**src/rtl/sdram_init_pkg.sv**
```systemverilog
package sdram_init_pkg;

  typedef enum logic [3:0] {
    ST_PWRUP,
    ST_PRE,
    ST_TRP,
    ST_REF1,
    ST_RFC1,
    ST_REF2,
    ST_RFC2,
    ST_LMR,
    ST_MRD,
    ST_DONE
  } initState_e;

  typedef enum logic [1:0] {
    DLY_PWRUP,
    DLY_RP,
    DLY_RFC,
    DLY_MRD
  } delaySel_e;

  typedef enum logic [1:0] {
    CMD_NOP,
    CMD_PRE,
    CMD_REF,
    CMD_LMR
  } cmdSel_e;

  typedef struct packed {
    logic      loadTimer;
    delaySel_e delaySel;
    cmdSel_e   cmdSel;
    logic      markReady;
  } initStrobe_t;

  // {csN, rasN, casN, weN}
  localparam logic [3:0] PIN_NOP = 4'b0111;
  localparam logic [3:0] PIN_PRE = 4'b0010;
  localparam logic [3:0] PIN_REF = 4'b0001;
  localparam logic [3:0] PIN_LMR = 4'b0000;

  function automatic logic [11:0] buildModeWord(
    input logic [2:0] burstLen,
    input logic       burstType,
    input logic [2:0] casLat,
    input logic [1:0] opMode,
    input logic       writeBurst
  );
    return {2'b00, writeBurst, opMode, casLat, burstType, burstLen};
  endfunction

endpackage

```
**src/rtl/initCtrl.sv**
```systemverilog
module initCtrl
  import sdram_init_pkg::*;
(
  input  logic        clk,
  input  logic        rst,
  input  logic        timerZero,
  output initStrobe_t strobe
);

  initState_e state, stateNext;

  always_ff @(posedge clk) begin
    if (rst) state <= ST_PWRUP;
    else     state <= stateNext;
  end

  always_comb begin
    stateNext = state;
    unique case (state)
      ST_PWRUP: if (timerZero) stateNext = ST_PRE;
      ST_PRE:                  stateNext = ST_TRP;
      ST_TRP:   if (timerZero) stateNext = ST_REF1;
      ST_REF1:                 stateNext = ST_RFC1;
      ST_RFC1:  if (timerZero) stateNext = ST_REF2;
      ST_REF2:                 stateNext = ST_RFC2;
      ST_RFC2:  if (timerZero) stateNext = ST_LMR;
      ST_LMR:                  stateNext = ST_MRD;
      ST_MRD:   if (timerZero) stateNext = ST_DONE;
      ST_DONE:                 stateNext = ST_DONE;
      default:                 stateNext = ST_PWRUP;
    endcase
  end

  always_comb begin
    strobe.loadTimer = (stateNext != state);
    unique case (stateNext)
      ST_TRP:           strobe.delaySel = DLY_RP;
      ST_RFC1, ST_RFC2: strobe.delaySel = DLY_RFC;
      ST_MRD:           strobe.delaySel = DLY_MRD;
      default:          strobe.delaySel = DLY_PWRUP;
    endcase
    unique case (state)
      ST_PRE:           strobe.cmdSel = CMD_PRE;
      ST_REF1, ST_REF2: strobe.cmdSel = CMD_REF;
      ST_LMR:           strobe.cmdSel = CMD_LMR;
      default:          strobe.cmdSel = CMD_NOP;
    endcase
    strobe.markReady = (state == ST_DONE);
  end

  logic inWait;
  assign inWait = (state == ST_PWRUP) || (state == ST_TRP) || (state == ST_RFC1) ||
                  (state == ST_RFC2)  || (state == ST_MRD);


  ref_after_rp_chk: assert property (@(posedge clk) disable iff (rst)
    (state == ST_REF1) |-> ($past(state) == ST_TRP));


  lmr_after_rfc_chk: assert property (@(posedge clk) disable iff (rst)
    (state == ST_LMR) |-> ($past(state) == ST_RFC2));


  wait_ends_chk: assert property (@(posedge clk) disable iff (rst)
    (inWait && timerZero) |=> (state != $past(state)));

endmodule

```
**src/rtl/initDatapath.sv**
```systemverilog
module initDatapath
  import sdram_init_pkg::*;
#(
  parameter int unsigned PWRUP_CYC = 20000,
  parameter int unsigned T_RP      = 3,
  parameter int unsigned T_RFC     = 9,
  parameter int unsigned T_MRD     = 2,
  parameter int unsigned ADDR_W    = 12,
  parameter int unsigned BA_W      = 2,
  parameter int unsigned AP_BIT    = 10,
  parameter logic [11:0] MODE_WORD = 12'h030
)(
  input  logic              clk,
  input  logic              rst,
  input  initStrobe_t       strobe,
  output logic              timerZero,
  output logic [3:0]        cmdPins,
  output logic [BA_W-1:0]   ba,
  output logic [ADDR_W-1:0] addr,
  output logic              initDone
);

  localparam int unsigned MAX_A   = (PWRUP_CYC > T_RP)  ? PWRUP_CYC : T_RP;
  localparam int unsigned MAX_B   = (T_RFC > T_MRD)     ? T_RFC     : T_MRD;
  localparam int unsigned MAX_DLY = (MAX_A > MAX_B)     ? MAX_A     : MAX_B;
  localparam int unsigned TMR_W   = $clog2(MAX_DLY + 1);

  localparam logic [TMR_W-1:0] LD_PWRUP = TMR_W'(PWRUP_CYC - 1);
  localparam logic [TMR_W-1:0] LD_RP    = TMR_W'(T_RP - 1);
  localparam logic [TMR_W-1:0] LD_RFC   = TMR_W'(T_RFC - 1);
  localparam logic [TMR_W-1:0] LD_MRD   = TMR_W'(T_MRD - 1);

  localparam logic [ADDR_W-1:0] ALL_BANKS = ADDR_W'(1) << AP_BIT;
  localparam logic [ADDR_W-1:0] MODE_BUS  = ADDR_W'(MODE_WORD);

  logic [TMR_W-1:0] timer;
  logic [TMR_W-1:0] loadVal;

  always_comb begin
    unique case (strobe.delaySel)
      DLY_RP:  loadVal = LD_RP;
      DLY_RFC: loadVal = LD_RFC;
      DLY_MRD: loadVal = LD_MRD;
      default: loadVal = LD_PWRUP;
    endcase
  end

  always_ff @(posedge clk) begin
    if (rst)                   timer <= LD_PWRUP;
    else if (strobe.loadTimer) timer <= loadVal;
    else if (timer != '0)      timer <= timer - 1'b1;
  end

  assign timerZero = (timer == '0);

  always_ff @(posedge clk) begin
    if (rst) begin
      cmdPins  <= PIN_NOP;
      ba       <= '0;
      addr     <= '0;
      initDone <= 1'b0;
    end else begin
      ba <= '0;
      unique case (strobe.cmdSel)
        CMD_PRE: begin cmdPins <= PIN_PRE; addr <= ALL_BANKS; end
        CMD_REF: begin cmdPins <= PIN_REF; addr <= '0;        end
        CMD_LMR: begin cmdPins <= PIN_LMR; addr <= MODE_BUS;  end
        default: begin cmdPins <= PIN_NOP; addr <= '0;        end
      endcase
      if (strobe.markReady) initDone <= 1'b1;
    end
  end


  legal_cmd_chk: assert property (@(posedge clk) disable iff (rst)
    (cmdPins == PIN_NOP) || (cmdPins == PIN_PRE) ||
    (cmdPins == PIN_REF) || (cmdPins == PIN_LMR));


  nop_before_cmd_chk: assert property (@(posedge clk) disable iff (rst)
    (cmdPins != PIN_NOP) |-> ($past(cmdPins) == PIN_NOP));


  ready_sticky_chk: assert property (@(posedge clk) disable iff (rst)
    initDone |=> initDone);


  ready_idle_chk: assert property (@(posedge clk) disable iff (rst)
    initDone |-> (cmdPins == PIN_NOP));


  lmr_not_ready_chk: assert property (@(posedge clk) disable iff (rst)
    (cmdPins == PIN_LMR) |-> !initDone);

endmodule

```
**src/rtl/sdramInitSeq.sv**
```systemverilog
module sdramInitSeq
  import sdram_init_pkg::*;
#(
  parameter int unsigned PWRUP_CYC   = 20000,
  parameter int unsigned T_RP        = 3,
  parameter int unsigned T_RFC       = 9,
  parameter int unsigned T_MRD       = 2,
  parameter int unsigned ADDR_W      = 12,
  parameter int unsigned BA_W        = 2,
  parameter logic [2:0]  BURST_LEN   = 3'b011,
  parameter logic        BURST_TYPE  = 1'b0,
  parameter logic [2:0]  CAS_LAT     = 3'b011,
  parameter logic [1:0]  OP_MODE     = 2'b00,
  parameter logic        WRITE_BURST = 1'b0
)(
  input  logic              clk,
  input  logic              rst,
  output logic              csN,
  output logic              rasN,
  output logic              casN,
  output logic              weN,
  output logic [BA_W-1:0]   ba,
  output logic [ADDR_W-1:0] addr,
  output logic              initDone
);

  localparam logic [11:0] MODE_WORD =
    buildModeWord(BURST_LEN, BURST_TYPE, CAS_LAT, OP_MODE, WRITE_BURST);

  initStrobe_t strobe;
  logic        timerZero;
  logic [3:0]  cmdPins;

  initCtrl i_ctrl (
    .clk       (clk),
    .rst       (rst),
    .timerZero (timerZero),
    .strobe    (strobe)
  );

  initDatapath #(
    .PWRUP_CYC (PWRUP_CYC),
    .T_RP      (T_RP),
    .T_RFC     (T_RFC),
    .T_MRD     (T_MRD),
    .ADDR_W    (ADDR_W),
    .BA_W      (BA_W),
    .AP_BIT    (10),
    .MODE_WORD (MODE_WORD)
  ) i_dp (
    .clk       (clk),
    .rst       (rst),
    .strobe    (strobe),
    .timerZero (timerZero),
    .cmdPins   (cmdPins),
    .ba        (ba),
    .addr      (addr),
    .initDone  (initDone)
  );

  assign {csN, rasN, casN, weN} = cmdPins;

endmodule

```
**config.mk**
```make
export PLATFORM = sky130hd
export DESIGN_NAME = sdramInitSeq
export DESIGN_NICKNAME = d
export VERILOG_FILES = /design/src/rtl/sdram_init_pkg.sv /design/src/rtl/initCtrl.sv /design/src/rtl/initDatapath.sv /design/src/rtl/sdramInitSeq.sv
export SDC_FILE = /design/constraint.sdc
export NUM_CORES = 1
export LEC_CHECK = 0
export ABC_AREA = 0
export CAP_MARGIN = 20
export CORE_ASPECT_RATIO = 1.75
export CORE_MARGIN = 10
export CORE_UTILIZATION = 53
export DETAILED_ROUTE_END_ITERATION = 10
export GPL_ROUTABILITY_DRIVEN = 0
export GPL_TIMING_DRIVEN = 0
export PLACE_DENSITY = 0.88
export SLEW_MARGIN = 20
export SYNTH_ARGS = -nofsm -noshare
export SYNTH_HDL_FRONTEND = slang
export SYNTH_SLANG_ARGS = --single-unit
```
**constraint.sdc**
```tcl
create_clock -name clk -period 2.48 [get_ports clk]
set_input_delay 0.496 -clock clk [delete_from_list [all_inputs] [get_ports clk]]
set_output_delay 0.496 -clock clk [all_outputs]
set_load 0.1 [all_outputs]
```
==> key figures <==
Drt
  – Final ANT Viol Nets: 0
  – DRC viols: 0
  – DRT iter0 DRCs: between 70 and 80
  – Via density: just over 6
  – Routed WL per cell: 17.0 um
  – Detailed-route via count: around 1300
  – First drt pass iteration count: 4
  – WL final: between 3 and 4 mm

Floorplan
  – FP Rows: 24
  – Die Ht: between 80 and 90 um
  – Width of the die: about 60 um
  – Initial Utilization: 0.565
  – Core box area: around 2500 sq um
  – I/O pin total: 21
  – Die area: roughly 5200 sq um

Synth
  – Dominant synthesized flop cell: dfxtp_1
  – Gate Count Post-Synth: approximately 170
  – Adder-cell area share of the yosys netlist: 0.0175
  – Post-synthesis cell area: approximately 1400 sq um
  – Yosys top cell by area: dfxtp_1
  – Post-synthesis register bit count: 25
  – Sequential area share after synthesis: 0.351
  – Area fraction of the dominant cell type after synthesis: 0.351
  – Yosys warnings: 0
  – Post-synthesis simple-gate area fraction: 0.311
  – Synthesized area per cell: 8.54 sq um
  – Compound-Gate Fraction of Synth Area: 0.148
  – Top post-synthesis cells by area: dfxtp_1 (35%), buf_4 (6.8%), nor2_1 (5.3%)
  – Main combinational cell family by area after synthesis: simple AND/OR/NAND/NOR gates
  – Post-synthesis xor/xnor area fraction: 0.0614
  – Post-synth cell types: 47
  – Async SR Flop Fraction: 0
  – Mux cell area share after synthesis: 0
  – EDFF count, synth: 0

Worst setup path
  – Setup crit end kind: flop
  – Setup Crit Path Kind: flop to flop
  – CP startpoint: i_dp.timer[0]
  – CP max FO: 5
  – Worst Setup Start Kind: flop
  – Critical path required time: approximately 2.7 ns
  – Worst reg2reg startpoint: i_dp.timer[0]
  – Worst EP arrival: roughly 2.6 ns

Timing
  – Fin crit share: 0.966
  – Post-Route Skew: between 0.008 and 0.009 ns
  – Final hold violation count: 0
  – Max Freq: approximately 420 MHz
  – Period minus WS final: 2.40 ns
  – Slew Viols, Final: 0
  – Worst-Margin Slew: 0.977 ns
  – Final setup vio count: 0
  – Max-slew headroom: 0.347

GRT
  – Pin count of the biggest net entering global routing: 14
  – GRT Residual Overflow: 0
  – Initial antenna violation count: 0
  – Vias in the first global route: 1354
  – GRT Total Usage: 0.139
  – Grt peak-use layer: met2
  – First-pass GRT wire length: between 5 and 6 mm
  – Met2 usage: 0.234
  – Routing usage on met3: 0.0316
  – M1 GR Usage: 0.137

Hold path
  – Min-delay src: rst
  – HP Class: input pin to flop

Power and ir drop
  – Pwr dens: 451 nW/um^2
  – VDD IR-drop max: about 0.00031 V
  – Static Leak: 0.648 nW

Finish
  – Post-layout util: 0.675
  – ANT cells: 0
  – NumNets Final: slightly below 200
  – Share of cells above drive strength 1: 0.212
  – Post-layout instance area: 1700 sq um
  – P&R area growth vs syn: 19.3%

Placed design
  – DP HPWL: roughly 2.6 mm
  – PortBufs: 9
  – Placed Instance Area: 1580 sq um

Clock network
  – Clock Path Buffers: 2
  – Clk sink count: 25
  – Num CTS Buffers: 3
  – H-tree depth: 1
  – CTS tree: done
  – Worst-skew pair later-pin latency: about 0.27 ns
  – Cell at the root of the clock tree: clkbuf_8
  – CTS clk-pin slew, worst paths: 0.09 ns

Run
  – # Max-Cap Violations: 0

Outcome
  – Outcome: complete, no violations
## path summary, 6_finish.rpt
kind	endpoint	slack (ns)	cells after the start
setup / recovery	i_dp.timer[11]	0.08	11
hold / removal	i_dp.addr[5]	0.46	2
setup reg to reg	i_dp.timer[11]	0.08	11
hold reg to reg	i_dp.initDone	0.50	2
## sequential cells by signal, indices dropped and copies added, names as in the netlist
name / cells
i_ctrl.state: 4
i_dp.cmdPins: 3
i_dp.timer: 15
i_dp.addr: 2
i_dp.initDone: 1
## cells by family after synthesis
kind of cell	Yosys count
xor+xnor	10
simple gates	74
flops	25
compound gates	32
other cells	1
buf+inv	23
fa+ha+maj	2
## layer usage
metal,part of all wire,up-vias,wire length (um)
li1,-,629,-
met1,0.35,622,1290
met2,0.54,63,2020
met3,0.058,23,215
met4,0.054,0,200
met5,0,-,0
## critical path: stages, from the launching register on
cell     delay, ns
dfxtp_1       0.35
inv_1         0.10
ha_4          0.18
or3b_4        0.41
nor3_4        0.20
and2_4        0.19
nor3_1        0.05
a21oi_1       0.15
ha_2          0.21
buf_4         0.13
a21oi_1       0.07
o31ai_1       0.26
## what timing repair did
item | 4_1_cts | 5_1_grt
gates resized for setup | 2 | 7
pin swaps | 3 | 2
setup endpoints to repair | 3 | 7
hold buffers | 0 | 0
gates cloned | 0 | 0
setup buffers | 3 | 1
hold endpoints to repair | 0 | 0
## report_power, final
| group | switching, mW | internal, mW | leakage (nW) |
|---|---|---|---|
| clock network | 0.131 | 0.115 | 0.0228 |
| registers | 0.00580 | 0.405 | 0.202 |
| logic | 0.0847 | 0.0263 | 0.423 |
| total | 0.221 | 0.547 | 0.648 |
## area by class of cell
| class | instances | area (sq um) |
|---|---|---|
| multi-input combinational | 128 | 848 |
| fill | 210 | 821 |
| sequential | 25 | 500 |
| buffer | 18 | 136 |
| timing repair buffer | 13 | 120 |
| clock buffer | 4 | 45.0 |
| tap | 26 | 32.5 |
| inverter | 5 | 18.8 |
## stage by stage
stage                     hold WS (ns)  setup slack [ns]  std cells  TNS, ns  total power [mW]
after floorplan                  0.492             0.348        176        0             0.518
after global placement           0.456            0.0596        211        0             0.524
after detailed placement         0.487           -0.0129        211  -0.0251             0.525
after CTS                        0.463            0.0334        218        0             0.766
after global routing             0.462           -0.0210        219  -0.0341             0.789
final                            0.459            0.0848        219        0             0.768
## synth_stat cells (3+ instances only)
library cell / count
o21ai_0: 5
nor4_1: 4
inv_1: 5
nor3_1: 6
or3_1: 3
xor2_1: 3
a21oi_1: 10
nor2_1: 20
buf_4: 13
dfxtp_1: 25
xnor2_1: 7
nand2_1: 13
clkbuf_1: 3
## layout by cell type, fill, tap and decap left out, types with 3 or more instances in the layout
cell type / count
clkdlybuf4s50_1: 9
xnor2_1: 7
nor4_1: 3
o21ai_0: 5
buf_4: 17
nand2_1: 13
clkbuf_8: 5
nor2_1: 19
conb_1: 10
clkbuf_1: 4
nor3_1: 6
xor2_1: 3
inv_1: 5
dfxtp_1: 25
a21oi_1: 10
or3_1: 3
(Power assumes the default switching activity.)
